===== src/rtl/isr_pkg.sv =====
package isr_pkg;

   typedef enum logic [1:0] {
      SZ8  = 2'd0,
      SZ16 = 2'd1,
      SZ32 = 2'd2,
      SZ64 = 2'd3
   } size_e;

   typedef enum logic [2:0] {
      CL_OPSZ  = 3'd0,
      CL_ADSZ  = 3'd1,
      CL_REX   = 3'd2,
      CL_ESC   = 3'd3,
      CL_OPC   = 3'd4
   } byte_class_e;

   typedef struct packed {
      logic esc;
      logic p66;
      logic p67;
      logic rex_v;
      logic rex_w;
   } scan_ctx_t;

   localparam logic [7:0] BYTE_OPSZ = 8'h66;
   localparam logic [7:0] BYTE_ADSZ = 8'h67;
   localparam logic [7:0] BYTE_ESC  = 8'h0F;

   function automatic logic is_long_mode(input logic [1:0] mode);
      return mode[1];
   endfunction

   function automatic logic is_short_mode(input logic [1:0] mode);
      return (mode == 2'd0);
   endfunction

endpackage


===== src/rtl/isr_byte_class.sv =====
module isr_byte_class
   import isr_pkg::*;
(
   input  logic [7:0]  byte_i,
   input  logic        in_esc_i,
   input  logic        long_i,
   output byte_class_e class_o
);
   always_comb begin
      if (in_esc_i)                          class_o = CL_OPC;
      else if (byte_i == BYTE_OPSZ)          class_o = CL_OPSZ;
      else if (byte_i == BYTE_ADSZ)          class_o = CL_ADSZ;
      else if (byte_i == BYTE_ESC)           class_o = CL_ESC;
      else if (long_i && byte_i[7:4] == 4'h4) class_o = CL_REX;
      else                                   class_o = CL_OPC;
   end
endmodule


===== src/rtl/isr_prefix_scan.sv =====
module isr_prefix_scan
   import isr_pkg::*;
#(
   parameter int MAX_LEN = 15
) (
   input  logic       clk,
   input  logic       rst_n,
   input  logic       accept_i,
   input  logic [7:0] byte_i,
   input  logic       long_i,
   output logic       fire_o,
   output logic       err_o,
   output scan_ctx_t  ctx_o
);
   localparam int CNT_W = $clog2(MAX_LEN + 1);
   localparam logic [CNT_W-1:0] LAST_POS = CNT_W'(MAX_LEN - 1);

   scan_ctx_t        ctx_q, ctx_d;
   logic [CNT_W-1:0] cnt_q, cnt_d;
   byte_class_e      cls;

   isr_byte_class u_class (
      .byte_i   (byte_i),
      .in_esc_i (ctx_q.esc),
      .long_i   (long_i),
      .class_o  (cls)
   );

   assign fire_o = accept_i && (cls == CL_OPC);
   assign err_o  = accept_i && (cls != CL_OPC) && (cnt_q == LAST_POS);
   assign ctx_o  = ctx_q;

   always_comb begin
      ctx_d = ctx_q;
      cnt_d = cnt_q;
      if (fire_o || err_o) begin
         ctx_d = '0;
         cnt_d = '0;
      end else if (accept_i) begin
         cnt_d = cnt_q + 1'b1;
         unique case (cls)
            CL_OPSZ: begin
               ctx_d.p66   = 1'b1;
               ctx_d.rex_v = 1'b0;
               ctx_d.rex_w = 1'b0;
            end
            CL_ADSZ: begin
               ctx_d.p67   = 1'b1;
               ctx_d.rex_v = 1'b0;
               ctx_d.rex_w = 1'b0;
            end
            CL_REX: begin
               ctx_d.rex_v = 1'b1;
               ctx_d.rex_w = byte_i[3];
            end
            CL_ESC:  ctx_d.esc = 1'b1;
            default: ;
         endcase
      end
   end

   always_ff @(posedge clk) begin
      if (!rst_n) begin
         ctx_q <= '0;
         cnt_q <= '0;
      end else begin
         ctx_q <= ctx_d;
         cnt_q <= cnt_d;
      end
   end
endmodule


===== src/rtl/isr_size_calc.sv =====
module isr_size_calc
   import isr_pkg::*;
(
   input  logic [1:0] mode_i,
   input  scan_ctx_t  ctx_i,
   input  logic [7:0] opcode_i,
   output size_e      op_o,
   output size_e      mem_o,
   output size_e      addr_o,
   output logic       unsup_o
);
   logic  long_m, short_m, wide;
   size_e gen_op, stack_op;

   assign long_m  = is_long_mode(mode_i);
   assign short_m = is_short_mode(mode_i);
   assign wide    = long_m && ctx_i.rex_v && ctx_i.rex_w;

   always_comb begin
      if (wide)                      gen_op = SZ64;
      else if (short_m ^ ctx_i.p66)  gen_op = SZ16;
      else                           gen_op = SZ32;

      if (!long_m)                   stack_op = gen_op;
      else if (ctx_i.p66 && !wide)   stack_op = SZ16;
      else                           stack_op = SZ64;

      if (long_m)                    addr_o = ctx_i.p67 ? SZ32 : SZ64;
      else if (short_m ^ ctx_i.p67)  addr_o = SZ16;
      else                           addr_o = SZ32;
   end

   always_comb begin
      op_o    = SZ8;
      mem_o   = SZ8;
      unsup_o = 1'b1;
      if (!ctx_i.esc) begin
         if (opcode_i == 8'h88) begin
            unsup_o = 1'b0;
         end else if (opcode_i == 8'h89) begin
            op_o    = gen_op;
            mem_o   = gen_op;
            unsup_o = 1'b0;
         end else if (opcode_i == 8'h63 && long_m) begin
            op_o    = gen_op;
            mem_o   = (gen_op == SZ16) ? SZ16 : SZ32;
            unsup_o = 1'b0;
         end else if (opcode_i[7:4] == 4'h5) begin
            op_o    = stack_op;
            mem_o   = stack_op;
            unsup_o = 1'b0;
         end
      end else begin
         if (opcode_i == 8'hB6 || opcode_i == 8'hBE) begin
            op_o    = gen_op;
            mem_o   = SZ8;
            unsup_o = 1'b0;
         end else if (opcode_i == 8'hB7 || opcode_i == 8'hBF) begin
            op_o    = gen_op;
            mem_o   = SZ16;
            unsup_o = 1'b0;
         end
      end
   end
endmodule


===== src/rtl/isr_access_resolver.sv =====
module isr_access_resolver
   import isr_pkg::*;
#(
   parameter int MAX_LEN = 15
) (
   input  logic       clk,
   input  logic       rst_n,
   input  logic [1:0] mode_i,
   input  logic       byte_valid_i,
   input  logic [7:0] byte_i,
   output logic       byte_ready_o,
   output logic       done_o,
   output logic       unsup_o,
   output logic       err_o,
   output logic [1:0] opsize_o,
   output logic [1:0] memsize_o,
   output logic [1:0] addrsize_o
);
   initial begin
      if (MAX_LEN < 2 || MAX_LEN > 255)
         $fatal(1, "isr_access_resolver: MAX_LEN out of range");
   end

   logic      accept, fire, len_err;
   scan_ctx_t ctx;
   size_e     c_op, c_mem, c_addr;
   logic      c_unsup;

   logic      done_q, unsup_q, err_q;
   size_e     op_q, mem_q, addr_q;

   assign byte_ready_o = !done_q;
   assign accept       = byte_valid_i && byte_ready_o;

   isr_prefix_scan #(.MAX_LEN(MAX_LEN)) u_scan (
      .clk      (clk),
      .rst_n    (rst_n),
      .accept_i (accept),
      .byte_i   (byte_i),
      .long_i   (is_long_mode(mode_i)),
      .fire_o   (fire),
      .err_o    (len_err),
      .ctx_o    (ctx)
   );

   isr_size_calc u_calc (
      .mode_i   (mode_i),
      .ctx_i    (ctx),
      .opcode_i (byte_i),
      .op_o     (c_op),
      .mem_o    (c_mem),
      .addr_o   (c_addr),
      .unsup_o  (c_unsup)
   );

   always_ff @(posedge clk) begin
      if (!rst_n) begin
         done_q  <= 1'b0;
         unsup_q <= 1'b0;
         err_q   <= 1'b0;
         op_q    <= SZ8;
         mem_q   <= SZ8;
         addr_q  <= SZ8;
      end else if (fire) begin
         done_q  <= 1'b1;
         unsup_q <= c_unsup;
         err_q   <= 1'b0;
         op_q    <= c_op;
         mem_q   <= c_mem;
         addr_q  <= c_addr;
      end else if (len_err) begin
         done_q  <= 1'b1;
         unsup_q <= 1'b0;
         err_q   <= 1'b1;
         op_q    <= SZ8;
         mem_q   <= SZ8;
         addr_q  <= SZ8;
      end else begin
         done_q  <= 1'b0;
      end
   end

   assign done_o     = done_q;
   assign unsup_o    = unsup_q;
   assign err_o      = err_q;
   assign opsize_o   = op_q;
   assign memsize_o  = mem_q;
   assign addrsize_o = addr_q;
endmodule


===== config.mk =====
export PLATFORM = sky130hd
export DESIGN_NAME = isr_access_resolver
export DESIGN_NICKNAME = d
export VERILOG_FILES = /design/src/rtl/isr_pkg.sv /design/src/rtl/isr_byte_class.sv /design/src/rtl/isr_prefix_scan.sv /design/src/rtl/isr_size_calc.sv /design/src/rtl/isr_access_resolver.sv
export SDC_FILE = /design/constraint.sdc
export NUM_CORES = 1
export LEC_CHECK = 0
export BUFFER_PORTS_ARGS = -buffer_cell sky130_fd_sc_hd__buf_4
export CAP_MARGIN = 5
export CORE_MARGIN = 4
export CORE_UTILIZATION = 23
export CTS_CLUSTER_SIZE = 16
export DETAILED_ROUTE_END_ITERATION = 12
export PLACE_DENSITY = 0.43
export SETUP_SLACK_MARGIN = 0.05
export SLEW_MARGIN = 40
export SYNTH_ARGS = -nofsm -noshare
export SYNTH_HDL_FRONTEND = slang
export SYNTH_SLANG_ARGS = --single-unit

===== constraint.sdc =====
create_clock -name clk -period 2.1 [get_ports clk]
set_input_delay 0.105 -clock clk [delete_from_list [all_inputs] [get_ports clk]]
set_output_delay 0.105 -clock clk [all_outputs]
set_load 0.02 [all_outputs]

==> impl_metrics.csv <==
group,metric,value,unit
setup_path,worstSetupEndpointType,"flop",
cells_and_area,syn2layout_area_growth,26.1,%
clock_tree,htreeDepth,1,
power,leakagePower,0.527,nW
floorplan,initial_core_util,0.243,
clock_tree,cts_max_path_buffers,2,
cells_and_area,antenna_cells,0,
routing,antenna_left,0,
cells_and_area,most-common-layout-cells,"24 x buf_4, 18 x dfxtp_1, 10 x nor2_1",
setup_path,slowest_delay,0.35,ns
clock_tree,postCtsSetupRepairBufs,0,
synth,syn_area,1080,µm²
clock_tree,ctsRootBufferMaster,"clkbuf_8",
synth,seq_area_frac_synth,0.334,
synth,avgSynthCellArea,8.84,µm²
routing,dr_total_vias,1018,
synth,syn-num-nets,137,
synth,ys_warn_count,0,
power,vdd_drop_max,0.188,mV
synth,synth_ff_type,"dfxtp_1",
cells_and_area,final_nets,163,
floorplan,die_w,76.5,µm
power,power_density,568,nW/µm²
synth,synth_area_leaders,"dfxtp_1 33%, nor2_1 3.5%, nand2_1 2.8%, a22o_1 2.4%, xnor2_1 2.4%",
placed_design,gp_congestion,0.812,
global_routing,gr-total-overflow,0,
cells_and_area,final_cell_area,1360,µm²
global_routing,grt_pass1_wl,4.54,mm
sta,fmax,598,MHz
placed_design,placed_cells,195,
placed_design,dpl_cell_area,1310,µm²
setup_path,cp.arrival,1.81,ns
placed_design,dp_hpwl,2.10,mm
setup_path,worstPathRequired,2.24,ns
clock_tree,clock_latency,0.25,ns
clock_tree,cts.clk_slew.worst_paths,0.07,ns
setup_path,path_class,"flop to flop",
power,p_total,0.772,mW
status,outcome,"finished clean",
sta,setup-tns-final,0,ns
routing,drt_iter0_markers,42,
floorplan,fp-row-count,24,
setup_path,worst-path-max-fanout,8,
clock_tree,cts_made_buffers,3,
global_routing,grt_pass1_vias,978,
floorplan,chipHeight,76.5,µm
clock_tree,tritoncts,"yes",
placed_design,dp_slack,0.374,ns
clock_tree,cts.repair.resized,0,
sta,hold_violations,0,
setup_path,timing.critical_path.from_type,"flop",
floorplan,die-area,5850,µm²
global_routing,track_usage,0.0930,
synth,synth_edf_count,0,
sta,min_period,1.67,ns
setup_path,crit_chain,"nor4_1, nand3_1, nand2_2, nor2_1, a221o_1",
cells_and_area,multi_input_area,677,µm²
setup_path,reg2regPathDepth,5,
sta,fin_crit_sh,0.797,
cells_and_area,seqCellArea,360,µm²
global_routing,antenna_found_initial,0,
routing,wl,2.65,mm
routing,drc,0,
clock_tree,cts_hold_buf,0,
routing,first_pass_iters,4,
cells_and_area,stdcell_count,199,
setup_path,critical-path-slowest-cell,"nor4_1",
job,cap_violations,0,
sta,grt_setup_unrepaired,"no",
hold_path,hold_class,"input pin to flop",
cells_and_area,finish.utilization,0.306,
synth,synth_top_area_frac,0.334,
hold_path,hold_path_depth,2,
cells_and_area,layout-drive-gt1-share,0.286,
synth,synthArstFlopShare,0,
synth,syn_inst,122,
floorplan,ios,23,
global_routing,grt_max_degree,11,
sta,hold_slack,0.140,ns
sta,worst_pin_slew,0.539,ns
sta,slew_viol_final,0,
synth,synth_seq_cells,18,
cells_and_area,layout_commonest_cell,"buf_4",
floorplan,core,4440,µm²
synth,synth_top_area_cell,"dfxtp_1",
routing,vias_per_cell,5.12,
cells_and_area,num-fill-cells,475,
synth,synth_cell_types,50,
placed_design,port_buffers,22,
routing,drt-wirelength-per-cell,13.3,µm
sta,clock_skew,0.00143,ns
sta,maxSlewHeadroom,0.635,
sta,setup_violations,0,
clock_tree,cts.sinks,18,
sta,fin_ws,0.426,ns
==> layer usage <==
layer,part of all wire,vias up,track usage,wire length (µm)
met5,0,-,0,0
met4,0.017,0,0.0417,44
met3,0.028,4,0.0142,74
met2,0.48,12,0.157,1270
met1,0.47,486,0.116,1260
li1,-,516,-,-
==> cells in the mapped netlist (3+ instances only) <==
library cell	n
dfxtp_1	18
o21ai_0	3
nand2_1	8
nand3_1	4
nor2_1	10
a31oi_1	3
nor2b_1	3
nor3_1	5
a21oi_1	5
xnor2_1	3
inv_1	6
nand2b_1	3
a22o_1	3
nand4_1	4
==> path summary, 6_finish.rpt <==
path	startpoint	endpoint	slack, ns
max	u_scan.ctx_o[4]	opsize_o[0]	0.43
min	rst_n	err_o	0.14
max reg2reg	u_scan.ctx_o[4]	opsize_o[0]	0.43
min reg2reg	memsize_o[1]	memsize_o[1]	0.46
==> cell families after synthesis <==
logic type | synth area share
AND/OR/NAND/NOR | 0.309
AO/OA/AOI/OAI | 0.255
flip-flops | 0.334
buffers and inverters | 0.0383
XOR/XNOR | 0.0406
adder cells (fa/ha/maj) | 0.0232
==> power breakdown <==
part / switching, mW / total [mW] / internal, mW
sequential: 0.00632 / 0.358 / 0.352
combinational: 0.0731 / 0.131 / 0.0578
clock: 0.117 / 0.283 / 0.166
total: 0.196 / 0.772 / 0.576
==> worst max-delay path, delay by kind of cell (launching register included) <==
| family | cells | cell delay [ns] |
|---|---|---|
| AOI/OAI and AO/OA | 1 | 0.31 |
| and+or+nand+nor | 4 | 0.92 |
| DFF | 1 | 0.33 |
==> flip-flops by register name, summed over array words and instances (netlist names) <==
register,cells
unsup_o,1
memsize_o,2
u_scan.cnt_q,4
addrsize_o,2
opsize_o,2
err_o,1
u_scan.ctx_o,5
done_o,1
==> final cells by class <==
| class | count | share of cell area |
|---|---|---|
| well taps | 52 | 0.0478 |
| repair buffers | 24 | 0.132 |
| inverters | 6 | 0.0166 |
| flip-flops and latches | 18 | 0.265 |
| multi-input cells | 95 | 0.498 |
| clock buffers | 4 | 0.0405 |
Power figures use the tool's default switching activity.
